<file path="src/rtl/txring_pkg.sv">
package txring_pkg;

    localparam int WORD_W    = 32;
    localparam int PAGE_BITS = 12;
    localparam int CNT_W     = 13;
    localparam int SLOT_BITS = 3;
    localparam int POST_W    = PAGE_BITS - SLOT_BITS;
    localparam int HI_W      = WORD_W - PAGE_BITS;
    localparam int LANES     = WORD_W / 8;

    typedef enum logic [3:0] {
        CH_OFF   = 4'd0,
        CH_RUN   = 4'd1,
        CH_IDLE  = 4'd2,
        CH_HALT  = 4'd3,
        CH_SUSPP = 4'd4
    } chan_state_e;

    typedef enum logic [3:0] {
        E_NONE     = 4'd0,
        E_PROTO    = 4'd1,
        E_UNDERRUN = 4'd2,
        E_BUFBUS   = 4'd3,
        E_DESCBUS  = 4'd4
    } chan_err_e;

    typedef enum logic [2:0] {
        F_OFF, F_CHK, F_D0, F_D1, F_D2, F_B0, F_B1, F_HALT
    } walk_e;

    typedef struct packed {
        logic             sof;
        logic             eof;
        logic             ioc;
        logic             eot;
        logic [CNT_W-1:0] cnt;
    } dctl_t;

    typedef struct packed {
        logic              en;
        logic              susp;
        logic [2:0]        burst;
        logic [HI_W-1:0]   base_hi;
        logic [POST_W-1:0] post;
    } cfg_t;

    function automatic dctl_t decode_ctl(input logic [WORD_W-1:0] w);
        dctl_t d;
        d.sof = w[31];
        d.eof = w[30];
        d.ioc = w[29];
        d.eot = w[28];
        d.cnt = w[CNT_W-1:0];
        return d;
    endfunction

    function automatic logic [WORD_W-1:0] pack_status(input chan_state_e s,
                                                      input chan_err_e e,
                                                      input logic [PAGE_BITS-1:0] cur);
        return {12'b0, e, s, cur};
    endfunction

endpackage

</file>
<file path="src/rtl/txring_regs.sv">
module txring_regs
    import txring_pkg::*;
(
    input  logic              clk,
    input  logic              rst,
    input  logic              we,
    input  logic [1:0]        addr,
    input  logic [WORD_W-1:0] wdata,
    input  logic [WORD_W-1:0] status_word,
    output logic [WORD_W-1:0] rdata,
    output cfg_t              cfg
);
    cfg_t cfg_q;
    logic unused_wbit;

    assign unused_wbit = wdata[2];
    assign cfg = cfg_q;

    always_ff @(posedge clk) begin
        if (rst) begin
            cfg_q <= '0;
        end else if (we) begin
            case (addr)
                2'd0: begin
                    cfg_q.en    <= wdata[0];
                    cfg_q.susp  <= wdata[1];
                    cfg_q.burst <= wdata[20:18];
                end
                2'd1: cfg_q.base_hi <= wdata[WORD_W-1:PAGE_BITS];
                2'd2: cfg_q.post    <= wdata[PAGE_BITS-1:SLOT_BITS];
                default: ;
            endcase
        end
    end

    always_comb begin
        case (addr)
            2'd0:    rdata = {11'b0, cfg_q.burst, 16'b0, cfg_q.susp, cfg_q.en};
            2'd1:    rdata = {cfg_q.base_hi, {PAGE_BITS{1'b0}}};
            2'd2:    rdata = {{HI_W{1'b0}}, cfg_q.post, {SLOT_BITS{1'b0}}};
            default: rdata = status_word;
        endcase
    end

endmodule

</file>
<file path="src/rtl/txring_lane.sv">
module txring_lane #(
    parameter int LANES  = 4,
    parameter int LANE_W = 8,
    localparam int SEL_W = $clog2(LANES)
) (
    input  logic [LANES*LANE_W-1:0] word,
    input  logic [SEL_W-1:0]        sel,
    output logic [LANE_W-1:0]       lane
);
    logic [LANE_W-1:0] lanes [LANES];

    for (genvar g = 0; g < LANES; g++) begin : g_lane
        assign lanes[g] = word[g*LANE_W +: LANE_W];
    end

    assign lane = lanes[sel];

endmodule

</file>
<file path="src/rtl/txring_walker.sv">
module txring_walker
    import txring_pkg::*;
(
    input  logic              clk,
    input  logic              rst,
    input  cfg_t              cfg,
    output logic              mem_req,
    output logic [WORD_W-1:0] mem_addr,
    input  logic [WORD_W-1:0] mem_rdata,
    input  logic              mem_err,
    output logic              tx_valid,
    output logic [7:0]        tx_byte,
    output logic              tx_sof,
    output logic              tx_eof,
    output logic              irq,
    output logic [WORD_W-1:0] status_word
);
    walk_e                st_q;
    chan_err_e            err_q;
    chan_state_e          ch_state;
    logic [PAGE_BITS-1:0] cur_q;
    logic [PAGE_BITS-1:0] post_off;
    logic                 in_frame_q;
    dctl_t                dctl_q;
    logic [WORD_W-1:0]    buf_q;
    logic [CNT_W-1:0]     idx_q;
    logic [WORD_W-1:0]    byte_addr;
    logic [7:0]           lane_byte;
    logic                 last_byte;
    logic                 valid_q, sof_q, eof_q, irq_q;
    logic [7:0]           byte_q;
    logic [2:0]           unused_burst;

    assign unused_burst = cfg.burst;
    assign post_off     = {cfg.post, {SLOT_BITS{1'b0}}};
    assign byte_addr    = buf_q + WORD_W'(idx_q);
    assign last_byte    = (idx_q == dctl_q.cnt - CNT_W'(1));

    txring_lane #(.LANES(LANES), .LANE_W(8)) u_lane (
        .word (mem_rdata),
        .sel  (byte_addr[$clog2(LANES)-1:0]),
        .lane (lane_byte)
    );

    always_comb begin
        mem_req  = 1'b0;
        mem_addr = '0;
        case (st_q)
            F_D0: begin
                mem_req  = 1'b1;
                mem_addr = {cfg.base_hi, cur_q};
            end
            F_D1: begin
                mem_req  = 1'b1;
                mem_addr = {cfg.base_hi, cur_q | PAGE_BITS'(4)};
            end
            F_B0: begin
                mem_req  = 1'b1;
                mem_addr = {byte_addr[WORD_W-1:2], 2'b00};
            end
            default: ;
        endcase
    end

    always_comb begin
        case (st_q)
            F_OFF:  ch_state = CH_OFF;
            F_HALT: ch_state = CH_HALT;
            F_CHK: begin
                if (cfg.susp)             ch_state = in_frame_q ? CH_SUSPP : CH_HALT;
                else if (cur_q == post_off) ch_state = CH_IDLE;
                else                      ch_state = CH_RUN;
            end
            default: ch_state = cfg.susp ? CH_SUSPP : CH_RUN;
        endcase
    end

    assign status_word = pack_status(ch_state, err_q, cur_q);

    always_ff @(posedge clk) begin
        valid_q <= 1'b0;
        sof_q   <= 1'b0;
        eof_q   <= 1'b0;
        irq_q   <= 1'b0;
        if (rst) begin
            st_q       <= F_OFF;
            err_q      <= E_NONE;
            cur_q      <= '0;
            in_frame_q <= 1'b0;
            dctl_q     <= '0;
            buf_q      <= '0;
            idx_q      <= '0;
            byte_q     <= '0;
        end else if (!cfg.en) begin
            st_q       <= F_OFF;
            err_q      <= E_NONE;
            cur_q      <= '0;
            in_frame_q <= 1'b0;
        end else begin
            case (st_q)
                F_OFF: st_q <= F_CHK;
                F_CHK: begin
                    if (!(cfg.susp && !in_frame_q) && cur_q != post_off)
                        st_q <= F_D0;
                end
                F_D0: st_q <= F_D1;
                F_D1: begin
                    if (mem_err) begin
                        err_q <= E_DESCBUS;
                        st_q  <= F_HALT;
                    end else begin
                        dctl_q <= decode_ctl(mem_rdata);
                        st_q   <= F_D2;
                    end
                end
                F_D2: begin
                    if (mem_err) begin
                        err_q <= E_DESCBUS;
                        st_q  <= F_HALT;
                    end else if (dctl_q.cnt == '0 || (!in_frame_q && !dctl_q.sof)) begin
                        err_q <= E_PROTO;
                        st_q  <= F_HALT;
                    end else begin
                        buf_q <= mem_rdata;
                        idx_q <= '0;
                        st_q  <= F_B0;
                    end
                end
                F_B0: st_q <= F_B1;
                F_B1: begin
                    if (mem_err) begin
                        err_q <= E_BUFBUS;
                        st_q  <= F_HALT;
                    end else begin
                        valid_q <= 1'b1;
                        byte_q  <= lane_byte;
                        sof_q   <= dctl_q.sof && (idx_q == '0);
                        eof_q   <= dctl_q.eof && last_byte;
                        if (last_byte) begin
                            irq_q      <= dctl_q.ioc;
                            in_frame_q <= !dctl_q.eof;
                            cur_q      <= dctl_q.eot ? '0 : cur_q + PAGE_BITS'(8);
                            st_q       <= F_CHK;
                        end else begin
                            idx_q <= idx_q + CNT_W'(1);
                            st_q  <= F_B0;
                        end
                    end
                end
                default: ;
            endcase
        end
    end

    assign tx_valid = valid_q;
    assign tx_byte  = byte_q;
    assign tx_sof   = sof_q;
    assign tx_eof   = eof_q;
    assign irq      = irq_q;


    irq_with_byte_chk: assert property (@(posedge clk) disable iff (rst)
        irq_q |-> valid_q);


    sof_with_byte_chk: assert property (@(posedge clk) disable iff (rst)
        sof_q |-> valid_q);


    eof_with_byte_chk: assert property (@(posedge clk) disable iff (rst)
        eof_q |-> valid_q);


    err_sticky_chk: assert property (@(posedge clk) disable iff (rst)
        (err_q != E_NONE && cfg.en) |=> (err_q == $past(err_q)));


    off_silent_chk: assert property (@(posedge clk) disable iff (rst)
        !cfg.en |=> (!valid_q && !irq_q));

endmodule

</file>
<file path="src/rtl/txring_dma.sv">
module txring_dma
    import txring_pkg::*;
(
    input  logic        clk,
    input  logic        rst,
    input  logic        cfg_we,
    input  logic [1:0]  cfg_addr,
    input  logic [31:0] cfg_wdata,
    output logic [31:0] cfg_rdata,
    output logic        mem_req,
    output logic [31:0] mem_addr,
    input  logic [31:0] mem_rdata,
    input  logic        mem_err,
    output logic        tx_valid,
    output logic [7:0]  tx_byte,
    output logic        tx_sof,
    output logic        tx_eof,
    output logic        irq
);
    cfg_t              cfg;
    logic [WORD_W-1:0] status_word;

    txring_regs u_regs (
        .clk         (clk),
        .rst         (rst),
        .we          (cfg_we),
        .addr        (cfg_addr),
        .wdata       (cfg_wdata),
        .status_word (status_word),
        .rdata       (cfg_rdata),
        .cfg         (cfg)
    );

    txring_walker u_walk (
        .clk         (clk),
        .rst         (rst),
        .cfg         (cfg),
        .mem_req     (mem_req),
        .mem_addr    (mem_addr),
        .mem_rdata   (mem_rdata),
        .mem_err     (mem_err),
        .tx_valid    (tx_valid),
        .tx_byte     (tx_byte),
        .tx_sof      (tx_sof),
        .tx_eof      (tx_eof),
        .irq         (irq),
        .status_word (status_word)
    );

endmodule

</file>
<file path="config.mk">
export PLATFORM = sky130hd
export DESIGN_NAME = txring_dma
export DESIGN_NICKNAME = d
export VERILOG_FILES = /design/src/rtl/txring_pkg.sv /design/src/rtl/txring_regs.sv /design/src/rtl/txring_lane.sv /design/src/rtl/txring_walker.sv /design/src/rtl/txring_dma.sv
export SDC_FILE = /design/constraint.sdc
export NUM_CORES = 1
export LEC_CHECK = 0
export CAP_MARGIN = 20
export CORE_MARGIN = 4
export CORE_UTILIZATION = 45
export DETAILED_ROUTE_END_ITERATION = 7
export PLACE_DENSITY = 0.71
export SETUP_SLACK_MARGIN = 0.15
export SLEW_MARGIN = 0
export SYNTH_ARGS = -nofsm -noshare
export SYNTH_HDL_FRONTEND = slang
export SYNTH_SLANG_ARGS = --single-unit
</file>
<file path="constraint.sdc">
create_clock -name clk -period 3.03 [get_ports clk]
set_input_delay 0.606 -clock clk [delete_from_list [all_inputs] [get_ports clk]]
set_output_delay 0.606 -clock clk [all_outputs]
set_load 0.01 [all_outputs]
</file>
==> impl_metrics.py, run 1 <==
metrics = {
    "cells_and_area": {
        "mostFrequentLayoutCell": "nand2_1",
        "nNetsFinal": 1250,
        "final_area_um2": 10890,
        "fillCellCount": 1364,
        "diodes": 0,
        "fin_util_pct": 66.15,
        "most-common-layout-cells": "nand2_1, buf_4, dfxtp_1, clkdlybuf4s50_1, nor2_1",
        "drive_gt1_share_pct": 23.96,
        "areaGrowthSynthToFinish_pct": 44.60,
    },
    "power": {
        "powerDensity_nw_per_um2": 369.0,
        "peakVddDrop_mv": 0.3445,
        "power.leakage_nw": 4.712,
        "p_total_mw": 4.019,
    },
    "sta": {
        "layout_worst_path_cycle_share_pct": 113.8,
        "fin_crit_ns": 3.448,
        "tightest_slew_ns": 0.8273,
        "worst_slack_ns": -0.4181,
        "maxSlewViolCount": 0,
        "whs_ns": 0.4493,
        "fin_skew_ns": 0.004775,
        "max_freq_ghz": 0.2900,
        "rsz0062_at_grt": "yes",
        "finalSetupViolations": 25,
        "max_slew_margin_pct": 44.59,
        "hold_viol": 0,
    },
    "synth": {
        "synth_top_family_by_area": "simple AND/OR/NAND/NOR gates",
        "ys_seq_area_share_pct": 32.96,
        "synthAdderAreaFrac_pct": 3.256,
        "synthCells": 941,
        "yosysWarnings": 0,
        "ys_top_cells_by_area": "dfxtp_1, mux2i_1, nand2_1",
        "yosysTopAreaCell": "dfxtp_1",
        "yosys.area_share.simple_pct": 26.15,
        "ys_types": 70,
        "netlist_area_um2": 7532,
        "synth_xor_area_share_pct": 6.512,
        "synthArstFlopShare_pct": 0,
        "syn_area_per_cell_um2": 8.004,
        "synth_top_area_share_pct": 32.96,
        "synth-seq-cells": 124,
        "muxShareOfSynthArea_pct": 11.71,
        "synthFlopType": "dfxtp_1",
        "synth-edff-count": 0,
        "synth-compound-area-share_pct": 14.73,
    },
    "route": {
        "drt_first_pass_iters": 6,
        "wl_um": 26490,
        "routedWlPerCell_um": 19.02,
        "num_vias": 7986,
        "post-route-drc-count": 0,
        "vias_per_cell": 5.733,
        "drtIter0Drc": 886,
        "ant_nets": 0,
    },
    "worst_hold_path": {
        "hold_start": "rst",
        "min_path_cells": 2,
        "hp-class": "in -> reg",
        "min_to": "u_walk.dctl_q[15]",
    },
    "global_routing": {
        "grt_antenna_before_repair": 0,
        "grt_use_total_pct": 27.35,
        "met3_usage_pct": 6.465,
        "grt_busiest_layer": "met2",
        "grt_max_degree": 58,
        "use_met2_pct": 45.83,
        "grt_pass1_wl_um": 40170,
        "globalRouteOverflowTotal": 0,
        "grt_pass1_vias": 7639,
        "gr-usage-met1_pct": 34.77,
    },
    "placed_design": {
        "dp_hpwl_um": 18520,
        "gp_congestion": 0.9316,
        "post-place-ws_ns": -0.5338,
        "place_area_um2": 9689,
        "io_buffer_count": 142,
    },
    "clocking": {
        "clockRootBuffer": "clkbuf_16",
        "cts_sinks": 124,
        "cts_max_path_buffers": 2,
        "path_clk_slew_ns": 0.06,
        "cts_tree": "yes",
        "cts_hold_buf": 0,
        "cts_buffers": 17,
        "htreeDepth": 4,
        "clock_latency_ns": 0.42,
    },
    "worst_setup_path": {
        "worst_ep_required_time_ns": 2.42,
        "r2r_start": "u_walk.dctl_q[4]",
        "critPathArrivalTime_ns": 2.84,
        "r2r_setup_slack_ns": 0.24,
        "cp_max_fo": 5,
        "path_class": "reg -> out",
        "reg2regPathDepth": 7,
        "cp-end-kind": "primary output",
        "reg2reg_to": "u_walk.irq",
        "startpoint_type": "flip-flop",
    },
    "run": {
        "cap_violations": 0,
    },
    "floorplan": {
        "chipHeight_um": 137.4,
        "rows": 47,
        "die_area_um2": 18870,
        "die_w_um": 137.4,
        "start_util_pct": 45.74,
        "coreArea_um2": 16470,
        "io_pins": 147,
    },
    "run_status": {
        "status": "finished with violations",
        "violations": "negative setup slack",
    },
}
final cells by class:
cell class,instances,area (um^2),area share [%]
Sequential cell,124,2512,23.07
Clock inverter,10,141.4,1.298
Timing Repair Buffer,262,2328,21.38
Tap cell,220,275.3,2.527
Inverter,13,48.80,0.4480
Multi-Input combinational cell,743,5125,47.05
Clock buffer,21,460.4,4.227
metrics by stage:
stage	instances	setup TNS [ns]
2_1_floorplan	943	0
3_3_place_gp	1334	-8.711
3_5_place_dp	1334	-9.888
4_1_cts	1378	-5.326
5_1_grt	1393	-9.894
6_report	1393	-7.006
synthesized netlist by cell type, drive strengths merged, types with 8 or more instances:
cell type  number
a21oi          74
and2           22
and3            8
buf            21
clkbuf         43
dfxtp         124
ha             18
inv            13
mux2i          69
mux4            8
nand2         155
nand2b         12
nand3          29
nand4           8
nor2           86
nor2b          17
nor3           16
nor4            9
o21ai          41
o31ai           9
or4             9
xnor2          41
xor2           15
metal layers:
metal / part of all wire [%] / vias up
li1: - / 3738
met1: 41 / 3784
met2: 48 / 383
met3: 8.0 / 81
met4: 3.3 / 0
met5: 0 / -
critical path, stage by stage, from the launching register on:
cell       delay (ns)
dfxtp_4          0.35
ha_4             0.26
a211o_1          0.12
o211ai_1         0.18
a2111oi_4        0.44
o31ai_4          0.14
buf_6            0.14
buf_16           0.13
nor4b_4          0.23
xnor2_1          0.10
o21ai_1          0.16
buf_2            0.16
cells by family after synthesis:
kind of cell,count (synthesis)
AO/OA/AOI/OAI,181
XOR/XNOR,56
adder cells (fa/ha/maj),19
buffers and inverters,77
flip-flops,124
multiplexers,78
other,1
AND/OR/NAND/NOR,405
how the worst max path moves through the flow:
stage	slack [ns]	endpoint	startpoint
after floorplan	0.15	mem_addr[14]	u_walk.idx_q[0]
after global placement	-0.54	mem_addr[13]	u_walk.buf_q[6]
after detailed placement	-0.53	mem_addr[13]	u_walk.idx_q[6]
after CTS	-0.33	mem_addr[20]	u_walk.idx_q[7]
after global routing	-0.56	mem_addr[30]	u_walk.buf_q[0]
final	-0.42	mem_addr[29]	u_walk.idx_q[1]
flip-flops by register name, indices dropped and copies added, names as in the netlist:
name and flops:
u_regs.cfg 34, u_walk.buf_q 32, u_walk.cur_q 9, u_walk.dctl_q 17, u_walk.err_q 3, u_walk.idx_q 13
u_walk.in_frame_q 1, u_walk.irq 1, u_walk.st_q 3, u_walk.tx_byte 8, u_walk.tx_eof 1, u_walk.tx_sof 1
u_walk.tx_valid 1
power breakdown:
part	switching (mW)	internal (mW)
clock	0.756	1.33
sequential	0.0146	1.65
combinational	0.124	0.148
timing repair:
item,CTS,global route
pin swaps,39,33
setup buffers,12,13
cloned,1,2
setup endpoints to repair,37,65
resized for setup,202,71
No activity file was read; power rests on OpenSTA's default activity.
==> run 2: changes to the inputs <==
GPL_TIMING_DRIVEN = 1   (was default)
MAX_ROUTING_LAYER = met4   (was default)
==> run 2 against run 1 <==
The run still ends with negative setup slack left. Final cell count down 0.65%. Die area is the same. Sequential share of layout area up 0.26 points. Largest cell class unchanged. Largest power group unchanged.
==> impl_metrics.py, run 2 (synthesis gave the netlist of run 1 again) <==
metrics = {
    "cells_and_area": {
        "nNetsFinal": 1241,
        "diodes": 0,
        "drive_gt1_share_pct": 22.94,
        "largest_reg_flops": 34,
        "most-common-layout-cells": "nand2_1, dfxtp_1, clkdlybuf4s50_1, buf_4, nor2_1",
        "fillCellCount": 1369,
        "fin_util_pct": 65.21,
        "areaGrowthSynthToFinish_pct": 42.56,
        "multiInputGateArea_um2": 5102,
        "final_area_um2": 10740,
        "seqCellArea_um2": 2505,
        "mostFrequentLayoutCell": "nand2_1",
    },
    "power": {
        "power.internal_mw": 3.103,
        "peakVddDrop_mv": 0.3595,
        "p_sw_mw": 0.9510,
        "power.leakage_nw": 4.543,
        "powerDensity_nw_per_um2": 377.5,
        "p_total_mw": 4.054,
        "p_clk_share_pct": 52.3,
        "p_seq_share_pct": 40.9,
        "p_comb_share_pct": 6.7,
        "switching_share_pct": 23.46,
    },
    "sta": {
        "whs_ns": 0.4527,
        "finalSetupViolations": 25,
        "layout_worst_path_cycle_share_pct": 112.0,
        "rsz0062_at_grt": "yes",
        "max_slew_margin_pct": 47.48,
        "tightest_slew_ns": 0.7841,
        "worst_slack_ns": -0.3630,
        "fin_skew_ns": 0.01333,
        "hold_viol": 0,
        "maxSlewViolCount": 0,
        "fin_crit_ns": 3.393,
        "max_freq_ghz": 0.2947,
    },
    "worst_setup_path": {
        "r2r_setup_slack_ns": 0.18,
        "startpoint_type": "flip-flop",
        "r2r_start": "u_walk.dctl_q[4]",
        "path_class": "reg -> out",
        "crit_path_cell_trace": "buf_4, fa_2, a211oi_2, nor2_1, o211ai_1, a211o_1, buf_6, a21oi_2, xnor2_2, o21ai_1, buf_2",
        "cp-startpoint": "u_walk.idx_q[1]",
        "reg2reg_to": "u_walk.irq",
        "cp.depth": 11,
        "cpMaxStageDelayCell": "fa_2",
        "cp_top_family": "compound AO/OA/AOI/OAI gates",
        "worstPathBufferInverterCount": 3,
        "worst_ep_required_time_ns": 2.42,
        "reg2regPathDepth": 7,
        "critPathArrivalTime_ns": 2.79,
        "crit_path_max_incr_delay_ns": 0.41,
        "cp_max_fo": 8,
        "cp-end-kind": "primary output",
    },
    "route": {
        "drt_first_pass_iters": 5,
        "post-route-drc-count": 0,
        "drtIter0Drc": 684,
        "wl_um": 25410,
        "routedWlPerCell_um": 18.36,
        "num_vias": 7840,
        "vias_per_cell": 5.665,
        "ant_nets": 0,
    },
    "worst_hold_path": {
        "hold_start": "u_walk.tx_byte[3]",
        "min_path_cells": 2,
        "hp-class": "reg -> reg",
        "min_to": "u_walk.tx_byte[3]",
    },
    "floorplan": {
        "die_w_um": 137.4,
        "rows": 47,
        "coreArea_um2": 16470,
        "die_area_um2": 18870,
        "chipHeight_um": 137.4,
        "start_util_pct": 45.74,
        "io_pins": 147,
    },
    "global_routing": {
        "grt_antenna_before_repair": 0,
        "grt_use_total_pct": 27.22,
        "grt_pass1_vias": 7437,
        "globalRouteOverflowTotal": 0,
        "grt_pass1_wl_um": 38810,
        "grt_max_degree": 58,
    },
    "clocking": {
        "clock_latency_ns": 0.43,
        "htreeDepth": 4,
        "cts_tree": "yes",
        "clockRootBuffer": "clkbuf_16",
        "cts_buffers": 17,
        "cts_max_path_buffers": 2,
        "cts_hold_buf": 0,
        "path_clk_slew_ns": 0.06,
        "cts_sinks": 124,
    },
    "run_status": {
        "status": "finished with violations",
        "violations": "negative setup slack",
    },
    "placed_design": {
        "gp_congestion": 0.9422,
        "io_buffer_count": 142,
        "dp_hpwl_um": 18450,
        "place_area_um2": 9684,
    },
    "run": {
        "cap_violations": 0,
    },
}
[run 2: worst max path at each step]
stage	slack (ns)	to
after CTS	-0.34	mem_addr[29]
after floorplan	0.15	mem_addr[14]
after global routing	-0.48	mem_addr[23]
after global placement	-0.53	mem_addr[13]
final	-0.36	mem_addr[20]
after detailed placement	-0.57	mem_addr[29]
[run 2: per-layer routing]
metal,part of all wire [%],global-route usage [%]
met1,42,34.09
met2,50,44.41
met3,6.2,5.880
met4,2.3,7.871
met5,0,-
[run 2: power groups by stage]
stage               clock [mW]  combinational [mW]  sequential, mW
floorplan                    0               0.108            1.69
global placement             0               0.254            1.70
detailed placement           0               0.255            1.70
CTS                       2.13               0.257            1.66
global route              2.21               0.290            1.66
finish                    2.12               0.273            1.66
[run 2: repair_timing]
item                                   4_1_cts  5_1_grt
gates resized for setup                    197       57
gates cloned                                 1        2
setup buffers                                8        7
endpoints found under the hold margin        0        0
setup endpoints to repair                   37       67
pin swaps                                   33       37
[run 2: per-stage QoR]
step / setup TNS, ns / worst slack, ns / std cells
global route: -8.517 / -0.4805 / 1384
detailed placement: -9.000 / -0.5695 / 1335
CTS: -5.238 / -0.3410 / 1375
finish: -5.888 / -0.3630 / 1384
global placement: -8.751 / -0.5307 / 1335
floorplan: 0 / 0.1547 / 943
[run 2: layout make-up]
class	count	share of cell area (%)
timing repair buffer	253	20.47
clock buffer	17	3.962
clock inverter	14	1.701
inverter	13	0.4544
sequential	124	23.33
tap	220	2.564
multi-input combinational	743	47.52
[run 2: worst register-to-register path: cells and delay by family (launching register included)]
family          cells  cell delay, ns
flops               1            0.41
compound gates      2            0.83
buf+inv             1            0.22
simple gates        4            1.34
